$ cat src/rtl/stor_regblock_pkg.sv
package stor_regblock_pkg;

  localparam int          NUM_CH       = 2;
  localparam int          VDATA_W      = 6;
  localparam int          SCTL_W       = 12;
  localparam int          IEN_W        = 16;
  localparam logic [15:0] CONF_ID      = 16'h6515;
  localparam logic [15:0] IEN_MASK     = 16'h3EED;
  localparam logic [31:0] DEV_PRES_VAL = 32'h0000_0113;

  typedef enum logic [3:0] {
    K_NONE, K_CMD, K_VDATA, K_STAT, K_PTR, K_SUM, K_CONF,
    K_SCTL, K_DEVST, K_IEN, K_TFDATA, K_TFCTL
  } reg_kind_e;

  typedef struct packed {
    reg_kind_e  kind;
    logic       ch;
    logic [2:0] sub;
  } reg_sel_t;

  // Map a 9-bit byte offset to a register kind, channel and sub-index.
  // Aliases at 0x1x are write-only except the summary word.
  function automatic reg_sel_t decode_addr(input logic [8:0] a, input logic is_wr);
    reg_sel_t s;
    s.kind = K_NONE;
    s.ch   = 1'b0;
    s.sub  = 3'd0;
    if (a[8:5] == 4'b0000) begin
      s.ch = a[3];
      if (!a[4]) begin
        case (a[2:0])
          3'd0:    s.kind = K_CMD;
          3'd1:    s.kind = K_VDATA;
          3'd2:    s.kind = K_STAT;
          3'd3:    s.kind = K_NONE;
          default: begin
            s.kind = K_PTR;
            s.sub  = {1'b0, a[1:0]};
          end
        endcase
      end else begin
        case (a[2:0])
          3'd0:    s.kind = is_wr ? K_CMD : K_SUM;
          3'd1:    s.kind = is_wr ? K_VDATA : K_NONE;
          3'd2:    s.kind = is_wr ? K_STAT : K_NONE;
          default: s.kind = K_NONE;
        endcase
      end
    end else if (a[8:7] == 2'b01) begin
      s.ch = a[6];
      if (a[5:3] == 3'b000) begin
        s.kind = K_TFDATA;
        s.sub  = a[2:0];
      end else if (a[5:0] == 6'h0A) begin
        s.kind = K_TFCTL;
        s.sub  = 3'd2;
      end else if (a[5:0] == 6'h20 && !is_wr) begin
        s.kind = K_CONF;
      end
    end else if (a[8]) begin
      s.ch = a[7];
      case (a[6:0])
        7'h00:   s.kind = K_SCTL;
        7'h04:   s.kind = is_wr ? K_NONE : K_DEVST;
        7'h48:   s.kind = K_IEN;
        default: s.kind = K_NONE;
      endcase
    end
    return s;
  endfunction

endpackage

$ cat src/rtl/stor_addr_decode.sv
module stor_addr_decode
  import stor_regblock_pkg::*;
#(
  parameter int ADDR_W = 9
) (
  input  logic              bus_rd,
  input  logic              bus_wr,
  input  logic [ADDR_W-1:0] bus_addr,
  output reg_sel_t          rd_sel,
  output reg_sel_t          wr_sel,
  output logic [1:0]        tf_data_sel,
  output logic [1:0]        tf_ctl_sel,
  output logic [2:0]        tf_idx,
  output logic              tf_wr
);

  logic     hi_ok;
  reg_sel_t rd_raw;
  reg_sel_t wr_raw;
  reg_sel_t any_sel;

  generate
    if (ADDR_W > 9) begin : g_hi
      assign hi_ok = ~|bus_addr[ADDR_W-1:9];
    end else begin : g_nohi
      assign hi_ok = 1'b1;
    end
  endgenerate

  always_comb begin
    rd_raw = decode_addr(bus_addr[8:0], 1'b0);
    wr_raw = decode_addr(bus_addr[8:0], 1'b1);
    rd_sel = rd_raw;
    wr_sel = wr_raw;
    if (!(bus_rd && hi_ok)) rd_sel.kind = K_NONE;
    if (!(bus_wr && hi_ok)) wr_sel.kind = K_NONE;
  end

  // Task-file kinds decode the same way for reads and writes.
  always_comb begin
    any_sel     = bus_wr ? wr_sel : rd_sel;
    tf_data_sel = 2'b00;
    tf_ctl_sel  = 2'b00;
    if (any_sel.kind == K_TFDATA) tf_data_sel[any_sel.ch] = 1'b1;
    if (any_sel.kind == K_TFCTL)  tf_ctl_sel[any_sel.ch]  = 1'b1;
    tf_idx = any_sel.sub;
    tf_wr  = bus_wr && ((any_sel.kind == K_TFDATA) || (any_sel.kind == K_TFCTL));
  end

endmodule

$ cat src/rtl/stor_chan_regs.sv
module stor_chan_regs
  import stor_regblock_pkg::*;
#(
  parameter int CH_ID = 0
) (
  input  logic               clk,
  input  logic               rst_n,
  input  reg_sel_t           wr_sel,
  input  logic [1:0]         wr_size,
  input  logic [31:0]        wdata,
  input  logic               dma_active,
  input  logic               err_set,
  input  logic               int_set,
  input  logic               irq_in,
  output logic [7:0]         cmd_q,
  output logic [VDATA_W-1:0] vdata_q,
  output logic [7:0]         stat_q,
  output logic [31:0]        ptr_q,
  output logic [SCTL_W-1:0]  sctl_q,
  output logic [IEN_W-1:0]   ien_q,
  output logic               pend_q,
  output logic               bus_rst_q
);

  localparam int PTR_BYTES = 4;

  logic mine;
  logic wr_cmd, wr_vdata, wr_stat, wr_ptr, wr_sctl, wr_ien;
  logic [7:0]           stat_d;
  logic [31:0]          ptr_d;
  logic [31:0]          ptr_wshift;
  logic [PTR_BYTES-1:0] lane_base;
  logic [PTR_BYTES-1:0] lane_en;
  logic                 bus_rst_d;
  logic                 unused_sub;

  assign unused_sub = wr_sel.sub[2];

  assign mine     = (wr_sel.ch == CH_ID[0]);
  assign wr_cmd   = mine && (wr_sel.kind == K_CMD);
  assign wr_vdata = mine && (wr_sel.kind == K_VDATA);
  assign wr_stat  = mine && (wr_sel.kind == K_STAT);
  assign wr_ptr   = mine && (wr_sel.kind == K_PTR);
  assign wr_sctl  = mine && (wr_sel.kind == K_SCTL);
  assign wr_ien   = mine && (wr_sel.kind == K_IEN);

  // Status next state: write rule first, hardware sets override.
  always_comb begin
    stat_d    = stat_q;
    stat_d[0] = dma_active;
    if (wr_stat) begin
      stat_d[6:5] = wdata[6:5];
      stat_d[2:1] = stat_q[2:1] & ~wdata[2:1];
      stat_d[7]   = 1'b0;
      stat_d[4:3] = 2'b00;
    end
    if (err_set) stat_d[1] = 1'b1;
    if (int_set) stat_d[2] = 1'b1;
  end

  // Pointer byte lanes from access size and starting byte.
  always_comb begin
    case (wr_size)
      2'd0:    lane_base = 4'b0001;
      2'd1:    lane_base = 4'b0011;
      default: lane_base = 4'b1111;
    endcase
    lane_en    = wr_ptr ? (lane_base << wr_sel.sub[1:0]) : '0;
    ptr_wshift = wdata << {wr_sel.sub[1:0], 3'b000};
  end

  generate
    for (genvar j = 0; j < PTR_BYTES; j++) begin : g_lane
      assign ptr_d[8*j +: 8] = lane_en[j] ? ptr_wshift[8*j +: 8] : ptr_q[8*j +: 8];
    end
  endgenerate

  assign bus_rst_d = wr_sctl && wdata[0];

  always_ff @(posedge clk or negedge rst_n) begin
    if (!rst_n) begin
      cmd_q     <= '0;
      vdata_q   <= '0;
      stat_q    <= '0;
      ptr_q     <= '0;
      sctl_q    <= '0;
      ien_q     <= '0;
      pend_q    <= 1'b0;
      bus_rst_q <= 1'b0;
    end else begin
      if (wr_cmd)   cmd_q   <= wdata[7:0];
      if (wr_vdata) vdata_q <= wdata[VDATA_W-1:0];
      if (|lane_en) ptr_q   <= ptr_d;
      if (wr_sctl)  sctl_q  <= wdata[SCTL_W-1:0];
      if (wr_ien)   ien_q   <= wdata[31:16] & IEN_MASK;
      stat_q    <= stat_d;
      pend_q    <= irq_in;
      bus_rst_q <= bus_rst_d;
    end
  end


  sctl_pulse_chk: assert property (@(posedge clk) disable iff (!rst_n)
    (wr_sctl && wdata[0]) |=> bus_rst_q);


  sctl_pulse_src_chk: assert property (@(posedge clk) disable iff (!rst_n)
    bus_rst_q |-> $past(wr_sctl && wdata[0]));


  stat_w1c_chk: assert property (@(posedge clk) disable iff (!rst_n)
    (wr_stat && wdata[1] && !err_set) |=> !stat_q[1]);


  stat_set_chk: assert property (@(posedge clk) disable iff (!rst_n)
    int_set |=> stat_q[2]);


  stat_busy_chk: assert property (@(posedge clk) disable iff (!rst_n)
    1'b1 |=> (stat_q[0] == $past(dma_active)));


  ien_mask_chk: assert property (@(posedge clk) disable iff (!rst_n)
    wr_ien |=> (ien_q == ($past(wdata[31:16]) & IEN_MASK)));


  pend_track_chk: assert property (@(posedge clk) disable iff (!rst_n)
    1'b1 |=> (pend_q == $past(irq_in)));


  sctl_hold_chk: assert property (@(posedge clk) disable iff (!rst_n)
    !wr_sctl |=> $stable(sctl_q));

endmodule

$ cat src/rtl/stor_read_mux.sv
module stor_read_mux
  import stor_regblock_pkg::*;
(
  input  reg_sel_t                       rd_sel,
  input  logic [NUM_CH-1:0][7:0]         cmd,
  input  logic [NUM_CH-1:0][VDATA_W-1:0] vdata,
  input  logic [NUM_CH-1:0][7:0]         stat,
  input  logic [NUM_CH-1:0][31:0]        ptr,
  input  logic [NUM_CH-1:0][SCTL_W-1:0]  sctl,
  input  logic [NUM_CH-1:0][IEN_W-1:0]   ien,
  input  logic [NUM_CH-1:0]              pend,
  input  logic [NUM_CH-1:0]              dev_present,
  input  logic [31:0]                    tf_rdata,
  output logic [31:0]                    rdata_d
);

  logic       c;
  logic       unused_sub;
  logic [7:0] sum0_lo;
  logic [7:0] sum1_lo;

  assign c          = rd_sel.ch;
  assign unused_sub = rd_sel.sub[2];
  assign sum0_lo    = cmd[0] | {1'b0, pend[1], 1'b0, pend[0], 4'b0000};
  assign sum1_lo    = cmd[1] | {3'b000, pend[1], 4'b0000};

  always_comb begin
    case (rd_sel.kind)
      K_CMD:   rdata_d = {24'h0, cmd[c]};
      K_VDATA: rdata_d = {{(32-VDATA_W){1'b0}}, vdata[c]};
      K_STAT:  rdata_d = {24'h0, stat[c]};
      K_PTR:   rdata_d = ptr[c] >> {rd_sel.sub[1:0], 3'b000};
      K_SUM:   rdata_d = c ? {8'h00, stat[1], 8'h00, sum1_lo}
                           : {stat[1], stat[0], 1'b0, stat[1][2], 6'b000000, sum0_lo};
      K_CONF:  rdata_d = {CONF_ID, 4'b0000, pend[c], 11'h000};
      K_SCTL:  rdata_d = {{(32-SCTL_W){1'b0}}, sctl[c]};
      K_DEVST: rdata_d = dev_present[c] ? DEV_PRES_VAL : 32'h0;
      K_IEN:   rdata_d = {ien[c], 16'h0000};
      K_TFDATA,
      K_TFCTL: rdata_d = tf_rdata;
      default: rdata_d = 32'h0;
    endcase
  end

endmodule

$ cat src/rtl/stor_regblock.sv
module stor_regblock
  import stor_regblock_pkg::*;
#(
  parameter int ADDR_W = 9
) (
  input  logic              clk,
  input  logic              rst_n,
  input  logic [ADDR_W-1:0] bus_addr,
  input  logic [1:0]        bus_size,
  input  logic              bus_rd,
  input  logic              bus_wr,
  input  logic [31:0]       bus_wdata,
  output logic [31:0]       bus_rdata,
  input  logic [1:0]        dma_active,
  input  logic [1:0]        dma_err_set,
  input  logic [1:0]        dma_int_set,
  input  logic [1:0]        chan_irq,
  input  logic [1:0]        dev_present,
  input  logic [31:0]       tf_rdata,
  output logic [1:0]        tf_data_sel,
  output logic [1:0]        tf_ctl_sel,
  output logic [2:0]        tf_idx,
  output logic              tf_wr,
  output logic [1:0]        chan_reset,
  output logic              irq_out
);

  logic [1:0] rst_pipe;
  logic       rst_sync_n;
  reg_sel_t   rd_sel;
  reg_sel_t   wr_sel;
  logic [31:0] rdata_d;

  logic [NUM_CH-1:0][7:0]         cmd_v;
  logic [NUM_CH-1:0][VDATA_W-1:0] vdata_v;
  logic [NUM_CH-1:0][7:0]         stat_v;
  logic [NUM_CH-1:0][31:0]        ptr_v;
  logic [NUM_CH-1:0][SCTL_W-1:0]  sctl_v;
  logic [NUM_CH-1:0][IEN_W-1:0]   ien_v;
  logic [NUM_CH-1:0]              pend_v;

  // Asynchronous assert, synchronous release.
  always_ff @(posedge clk or negedge rst_n) begin
    if (!rst_n) rst_pipe <= 2'b00;
    else        rst_pipe <= {rst_pipe[0], 1'b1};
  end
  assign rst_sync_n = rst_pipe[1];

  stor_addr_decode #(.ADDR_W(ADDR_W)) u_dec (
    .bus_rd      (bus_rd),
    .bus_wr      (bus_wr),
    .bus_addr    (bus_addr),
    .rd_sel      (rd_sel),
    .wr_sel      (wr_sel),
    .tf_data_sel (tf_data_sel),
    .tf_ctl_sel  (tf_ctl_sel),
    .tf_idx      (tf_idx),
    .tf_wr       (tf_wr)
  );

  generate
    for (genvar i = 0; i < NUM_CH; i++) begin : g_ch
      stor_chan_regs #(.CH_ID(i)) u_chan (
        .clk        (clk),
        .rst_n      (rst_sync_n),
        .wr_sel     (wr_sel),
        .wr_size    (bus_size),
        .wdata      (bus_wdata),
        .dma_active (dma_active[i]),
        .err_set    (dma_err_set[i]),
        .int_set    (dma_int_set[i]),
        .irq_in     (chan_irq[i]),
        .cmd_q      (cmd_v[i]),
        .vdata_q    (vdata_v[i]),
        .stat_q     (stat_v[i]),
        .ptr_q      (ptr_v[i]),
        .sctl_q     (sctl_v[i]),
        .ien_q      (ien_v[i]),
        .pend_q     (pend_v[i]),
        .bus_rst_q  (chan_reset[i])
      );
    end
  endgenerate

  stor_read_mux u_rmux (
    .rd_sel      (rd_sel),
    .cmd         (cmd_v),
    .vdata       (vdata_v),
    .stat        (stat_v),
    .ptr         (ptr_v),
    .sctl        (sctl_v),
    .ien         (ien_v),
    .pend        (pend_v),
    .dev_present (dev_present),
    .tf_rdata    (tf_rdata),
    .rdata_d     (rdata_d)
  );

  always_ff @(posedge clk or negedge rst_sync_n) begin
    if (!rst_sync_n)  bus_rdata <= '0;
    else if (bus_rd)  bus_rdata <= rdata_d;
  end

  assign irq_out = |pend_v;


  irq_merge_chk: assert property (@(posedge clk) disable iff (!rst_sync_n)
    1'b1 |=> (irq_out == $past(|chan_irq)));


  rdata_hold_chk: assert property (@(posedge clk) disable iff (!rst_sync_n)
    !bus_rd |=> $stable(bus_rdata));

endmodule

$ cat config.mk
export PLATFORM = sky130hd
export DESIGN_NAME = stor_regblock
export DESIGN_NICKNAME = d
export VERILOG_FILES = /design/src/rtl/stor_regblock_pkg.sv /design/src/rtl/stor_addr_decode.sv /design/src/rtl/stor_chan_regs.sv /design/src/rtl/stor_read_mux.sv /design/src/rtl/stor_regblock.sv
export SDC_FILE = /design/constraint.sdc
export NUM_CORES = 1
export LEC_CHECK = 0
export BUFFER_PORTS_ARGS = -buffer_cell sky130_fd_sc_hd__buf_2
export CELL_PAD_IN_SITES_DETAIL_PLACEMENT = 1
export CELL_PAD_IN_SITES_GLOBAL_PLACEMENT = 1
export CORE_MARGIN = 1.5
export CORE_UTILIZATION = 42
export DETAILED_ROUTE_END_ITERATION = 6
export PLACE_DENSITY_LB_ADDON = 0.2
export SLEW_MARGIN = 20
export SYNTH_ARGS = -nofsm -noshare
export SYNTH_HDL_FRONTEND = slang
export SYNTH_SLANG_ARGS = --single-unit
$ cat constraint.sdc
create_clock -name clk -period 5.35 [get_ports clk]
set_input_delay 0.535 -clock clk [delete_from_list [all_inputs] [get_ports clk]]
set_output_delay 0.535 -clock clk [all_outputs]
set_load 0.1 [all_outputs]
* Word level (Yosys, flattened, before mapping)
Index checks and enable logic that the tools add are counted.
Widths: inputs -> output; s select.
** Word-level totals
- Flip-flop bits (word level) :: 186
- Output and inout port bits :: 43
- Input port bits :: 89
** Cells by class
- Bitwise gates (word level) :: 6
- Reductions and logical operators :: 39
- Mux-type cells :: 58
- Order comparisons :: 3
- Equal/unequal tests :: 28
- Shifts and indexed selects :: 3
** Operators by type and width (number)
- $pmux 32 s10 :: 1
- $mux 32 :: 2
- $mux 8 :: 6
- $mux 4 :: 10
- $shl 32x5->32 :: 1
- $shr 32x5->32 :: 1
- $mux 31 :: 1
- $eq 4x4->1 const B :: 7
- $eq 4x3->1 const B :: 6
- $mux 12 :: 2
- $mux 5 :: 4
- $eq 4x2->1 const B :: 4
- $logic_and 1x1->1 :: 16
- $mux 16 :: 1
- $pmux 4 s2 :: 2
- $reduce_and 2->1 :: 8
- $mux 14 :: 1
- $mux 2 :: 7
- $mux 3 :: 4
- $mux 6 :: 2
- $pmux 3 s4 :: 1
- $pmux 4 s3 :: 1
- $reduce_or 4->1 :: 3
- $mux 1 :: 9
- other kinds (27) :: 37

* Longest topological paths before layout
- Depth after elaboration :: 13
- Depth in mapped cells :: 12
- Gate-level depth less buffers :: 8

* Modules after synthesis
From an unflattened synthesis, not the netlist that was laid out.
** Second synthesis, totals
- Cells, all modules :: 876
- Area total of the unflattened synthesis :: 11000.6 um2
** By module, submodules not included
- stor_chan_regs at g_ch[0].u_chan :: area each 3434.5 um2, sequential area each 1901.8 um2, times used 1, cells each 232
- stor_chan_regs at g_ch[1].u_chan :: area each 3412.0 um2, sequential area each 1901.8 um2, times used 1, cells each 231
- stor_read_mux :: area each 2228.4 um2, sequential area each 0.0 um2, times used 1, cells each 260
- stor_regblock :: area each 1405.1 um2, sequential area each 850.8 um2, times used 1, cells each 72
- stor_addr_decode :: area each 520.5 um2, sequential area each 0.0 um2, times used 1, cells each 81

* Worst setup path before layout
No wires, ideal clock.
- Kind :: input port to output port
- Start point :: input bus_addr[5]
- End point :: output tf_ctl_sel[0]
- Path buffers :: 1
- Setup slack :: 1381 ps
- Required time :: 4815 ps
- Cell stages on the path :: 8
- Arrival :: 3434 ps
- Path through :: buf_6 > nor4_2 > o311ai_0 > o211ai_1 > nand2_1 > o32ai_1 > nand3_1 > nor2_1
** Between the ends
- Word-level cells in the longest chain between the ends :: 10
- Elaborated cells on any way between the ends :: 30
** Ends and longest elaborated chain
- start, declared :: RTL line stor_regblock.sv:8 : input logic [ADDR_W-1:0] bus_addr,
- $eq 6x6->1 :: RTL line stor_regblock_pkg.sv:58 : end else if (a[5:0] == 6'h20 && !is_wr) begin
- $mux 3 :: RTL line stor_regblock_pkg.sv:58
- $mux 4 :: RTL line stor_regblock_pkg.sv:55 : end else if (a[5:0] == 6'h0A) begin
- $mux 4 :: RTL line stor_regblock_pkg.sv:52 : if (a[5:3] == 3'b000) begin
- $mux 5 :: RTL line stor_regblock_pkg.sv:50 : end else if (a[8:7] == 2'b01) begin
- $mux 8 :: RTL line stor_regblock_pkg.sv:29 : if (a[8:5] == 4'b0000) begin
- $mux 4 :: RTL line stor_addr_decode.sv:35 : if (!(bus_rd && hi_ok)) rd_sel.kind = K_NONE;
- $mux 8 * :: RTL line stor_addr_decode.sv:41 : any_sel = bus_wr ? wr_sel : rd_sel;
- $eq 4x4->1 :: RTL line stor_addr_decode.sv:45 : if (any_sel.kind == K_TFCTL) tf_ctl_sel[any_sel.ch] = 1'b1;
- $mux 2 * :: RTL line stor_addr_decode.sv:45
- end, declared :: RTL line stor_regblock.sv:21 : output logic [1:0] tf_ctl_sel,
Mark *: on every way between the ends. The rest lies on a longest branch, timed or not.

* Worst setup path in the final report
- Start point :: input bus_addr[2]
- End point :: output tf_ctl_sel[0]
** Between the ends
- Word-level cells in the longest chain between the ends :: 10
- Elaborated cells on any way between the ends :: 32
** Ends and longest elaborated chain (RTL line)
- $eq 6x6->1 :: stor_regblock_pkg.sv:58
- $mux 3 :: stor_regblock_pkg.sv:58
- $mux 4 :: stor_regblock_pkg.sv:55
- $mux 4 :: stor_regblock_pkg.sv:52
- $mux 5 :: stor_regblock_pkg.sv:50
- $mux 8 :: stor_regblock_pkg.sv:29
- $mux 4 :: stor_addr_decode.sv:35
- $mux 8 * :: stor_addr_decode.sv:41
- $eq 4x4->1 * :: stor_addr_decode.sv:45
- $mux 2 * :: stor_addr_decode.sv:45
Marks and branches as above.

==> out/metrics.csv <==
stage;metric;value;unit
outcome;outcome;complete, no violations;
worst_setup_path;launching element type of the critical path;input port;
worst_hold_path;Min-Delay Path Class;input port to register;
routing;total wire length after detailed routing;32800;um
yosys;Seq cells post-synth;186;
clocking;hold buffers post-CTS;1;
power;power density over the cells;300;nW/um^2
worst_setup_path;endpoint arrival time on the critical path;3.48;ns
final_layout;leading cell type in the layout, fill and taps excluded;sky130_fd_sc_hd__dfrtp_1;
global_routing;number of antenna violations at the first check in global routing;0;
worst_setup_path;Setup crit end kind;primary output;
worst_setup_path;termination of the worst setup path;tf_ctl_sel[0];
timing;number of failing hold endpoints at the final stage;0;
clocking;CTS Sinks;186;
flow_run;count of maximum capacitance violations;0;
die;Die Y-Extent;156;um
timing;worst setup skew after layout;0.0130;ns
die;die boundary width;156;um
yosys;cell types with the largest area share after synthesis;sky130_fd_sc_hd__dfrtp_1 (47%), sky130_fd_sc_hd__mux2_2 (16%), sky130_fd_sc_hd__mux2i_1 (7.1%);
routing;vias after detailed routing;7979;
timing;period utilization;0.750;
place;number of port buffers;131;
final_layout;Antenna diodes;0;
clocking;count of buffers added by post-CTS timing repair for setup;0;
routing;Antenna Violating Nets Remaining;0;
yosys;post-synth top area cell;sky130_fd_sc_hd__dfrtp_1;
global_routing;GRT Util Overall;0.281;
final_layout;most frequent cells in the layout;sky130_fd_sc_hd__dfrtp_1 (185), sky130_fd_sc_hd__mux2_2 (143), sky130_fd_sc_hd__buf_2 (131);
clocking;buffer depth of the longest clock path;2;
yosys;commonest register cell after synthesis;sky130_fd_sc_hd__dfrtp_1;
place;Final HPWL DP;23900;um
clocking;clock latency at the later pin of the worst-skew pair;0.44;ns
place;routability-driven placement congestion ratio;0.906;
final_layout;number of nets in the final layout;1096;
yosys;share of the yosys chip area belonging to registers;0.475;
clocking;number of H-tree levels;4;
yosys;synthesis warning total;0;
yosys;Mapped Area;9800;um^2
timing;relative slew slack;0.331;
timing;count of final max-slew check failures;0;
power;worst vdd rail ir drop;0.188;mV
yosys;syn_nets;989;
timing;final setup TNS;0;ns
yosys;mean cell area of the mapped netlist;10.9;um^2
worst_setup_path;Reg2Reg Launch Point;g_ch[1].u_chan.ptr_q[25]$_DFFE_PN0P_;
die;starting utilization of the core area;0.430;
global_routing;via count of the first global-routing pass;8067;
timing;Max Fclk;0.249;GHz
worst_setup_path;worst reg2reg setup slack;3.31;ns
clocking;number of buffers created by CTS;17;
clocking;Clock Pin Slew Worst Setup and Hold Paths;0.07;ns
worst_setup_path;length in cells of the worst reg-to-reg path;5;
timing;number of setup violations in the final report;0;
yosys;proportion of register bits with asynchronous set or reset after synthesis;1.00;
final_layout;share of post-route cells with drive strength above 1;0.349;
worst_setup_path;CP Launch Point;bus_addr[2];
global_routing;GR Layer Usage met3;0.0422;
global_routing;maximum number of pins on one net before global-route repair;116;
timing;unrepaired setup endpoints after global routing;false;
routing;mean number of vias per cell;5.99;
global_routing;first-pass GRT wire length;50600;um
die;I/O pin cnt;132;
worst_setup_path;data required time of the worst path;4.82;ns
routing;DRC Markers;0;
timing;Worst Tran Pin Value;0.999;ns
worst_setup_path;end of the worst register-to-register path;bus_rdata[1]$_DFFE_PN0P_;
routing;Detailed Routing Iterations Pass 1;5;
worst_setup_path;category of the most critical setup path;input port to primary output;
final_layout;fill cell count;2498;
timing;final critical delay including setup and external delays;4.01;ns
global_routing;met1 track demand over resource in global routing;0.395;
global_routing;most used routing layer;met2;
global_routing;total congestion overflow;0;
yosys;EDFF count, synth;0;
routing;starting DRC count in detailed routing;519;
yosys;number of instances in the synthesized netlist;900;
clocking;clock root buffer master;sky130_fd_sc_hd__clkbuf_16;
die;number of rows created at floorplan;55;
power;leakage;5.43;nW
final_layout;Area growth syn-to-layout;15.9;%
yosys;fraction of post-synthesis cell area in the top cell type by area;0.475;
routing;wire length per cell after detailed routing;24.6;um
die;DIE AREA;24300;um^2
worst_setup_path;biggest fanout along the worst timing path;11;
final_layout;final design utilization;0.499;
yosys;number of distinct standard cells referenced by the synthesized netlist;69;
die;Core Footprint;22800;um^2
global_routing;met2 Resource Use GR;0.449;
clocking;TritonCTS clock tree;done;
power;PnR Total Power;3.41;mW
clocking;post-cts resize count;0;
==> stage by stage <==
step | hold WS [ns] | cells | instance area [um^2] | setup WS [ns]
5_1_grt | 0.192 | 1333 | 11400 | 1.05
2_1_floorplan | 0.239 | 900 | 9800 | 1.38
3_5_place_dp | 0.322 | 1300 | 10800 | 1.39
3_3_place_gp | 0.321 | 1300 | 10800 | 1.40
6_report | 0.201 | 1333 | 11400 | 1.34
4_1_cts | 0.188 | 1333 | 11400 | 1.39
==> cells in the mapped netlist (9+ instances only) <==
library cell	count
sky130_fd_sc_hd__nor2_1	40
sky130_fd_sc_hd__buf_2	21
sky130_fd_sc_hd__dfrtp_1	186
sky130_fd_sc_hd__o21ai_0	32
sky130_fd_sc_hd__mux2i_1	70
sky130_fd_sc_hd__nor3_1	11
sky130_fd_sc_hd__a31oi_1	13
sky130_fd_sc_hd__nand3_1	13
sky130_fd_sc_hd__a221oi_1	13
sky130_fd_sc_hd__a21oi_1	38
sky130_fd_sc_hd__clkbuf_1	25
sky130_fd_sc_hd__a221o_1	10
sky130_fd_sc_hd__buf_4	9
sky130_fd_sc_hd__mux2_2	143
sky130_fd_sc_hd__nand2_1	130
==> worst min path at each step <==
stage	start	to	cells past startpoint
2_1_floorplan	rst_n	rst_pipe[0]$_DFF_PN0_	0
5_1_grt	dma_active[0]	g_ch[0].u_chan.stat_q[0]$_DFF_PN0_	1
6_report	chan_irq[1]	g_ch[1].u_chan.pend_q$_DFF_PN0_	1
3_5_place_dp	rst_n	rst_pipe[0]$_DFF_PN0_	1
3_3_place_gp	rst_n	rst_pipe[0]$_DFF_PN0_	1
4_1_cts	chan_irq[1]	g_ch[1].u_chan.pend_q$_DFF_PN0_	1
==> layout make-up <==
cell class                 count  area [um^2]  area share
multi-input combinational    647         4860       0.428
sequential                   186         4660       0.410
timing repair buffer         148          823      0.0725
clock buffer                  17          425      0.0374
tap                          313          392      0.0345
clock inverter                15          175      0.0154
inverter                       7         26.3     0.00231
==> critical path, cell delays in order <==
cell	delay (ns)
sky130_fd_sc_hd__buf_2	0.17
sky130_fd_sc_hd__nor4b_1	0.37
sky130_fd_sc_hd__o21ai_0	0.20
sky130_fd_sc_hd__a2bb2oi_1	0.71
sky130_fd_sc_hd__nand2_1	0.29
sky130_fd_sc_hd__o32ai_1	0.50
sky130_fd_sc_hd__nand3_1	0.15
sky130_fd_sc_hd__nor2_1	0.10
sky130_fd_sc_hd__buf_2	0.44
==> cell families after synthesis <==
logic type             Yosys count  synth area share
AND/OR/NAND/NOR                253             0.123
multiplexers                   213             0.236
XOR/XNOR                         1          0.000894
other                            1          0.000383
AO/OA/AOI/OAI                  179             0.131
flip-flops                     186             0.475
buffers and inverters           67            0.0343
==> power by group <==
part	leakage [nW]	switching (mW)	total, mW	internal [mW]
Sequential	2.51	0.0706	1.58	1.51
Combinational	2.63	0.344	0.529	0.185
Clock	0.293	0.630	1.30	0.670
==> metal layers <==
metal / up-vias / wire, um
met1: 4155 / 14900
met5: - / 0
li1: 3530 / -
met2: 241 / 15500
met3: 53 / 1720
met4: 0 / 660
==> sequential cells by signal, summed over array words and instances, names as in the netlist <==
register,flops
bus_rdata,32
g_ch.u_chan.bus_rst_q,2
g_ch.u_chan.cmd_q,16
g_ch.u_chan.ien_q,22
g_ch.u_chan.pend_q,2
g_ch.u_chan.ptr_q,64
g_ch.u_chan.sctl_q,24
g_ch.u_chan.stat_q,10
g_ch.u_chan.vdata_q,12
rst_pipe,2
Power figures use the tool's default switching activity.
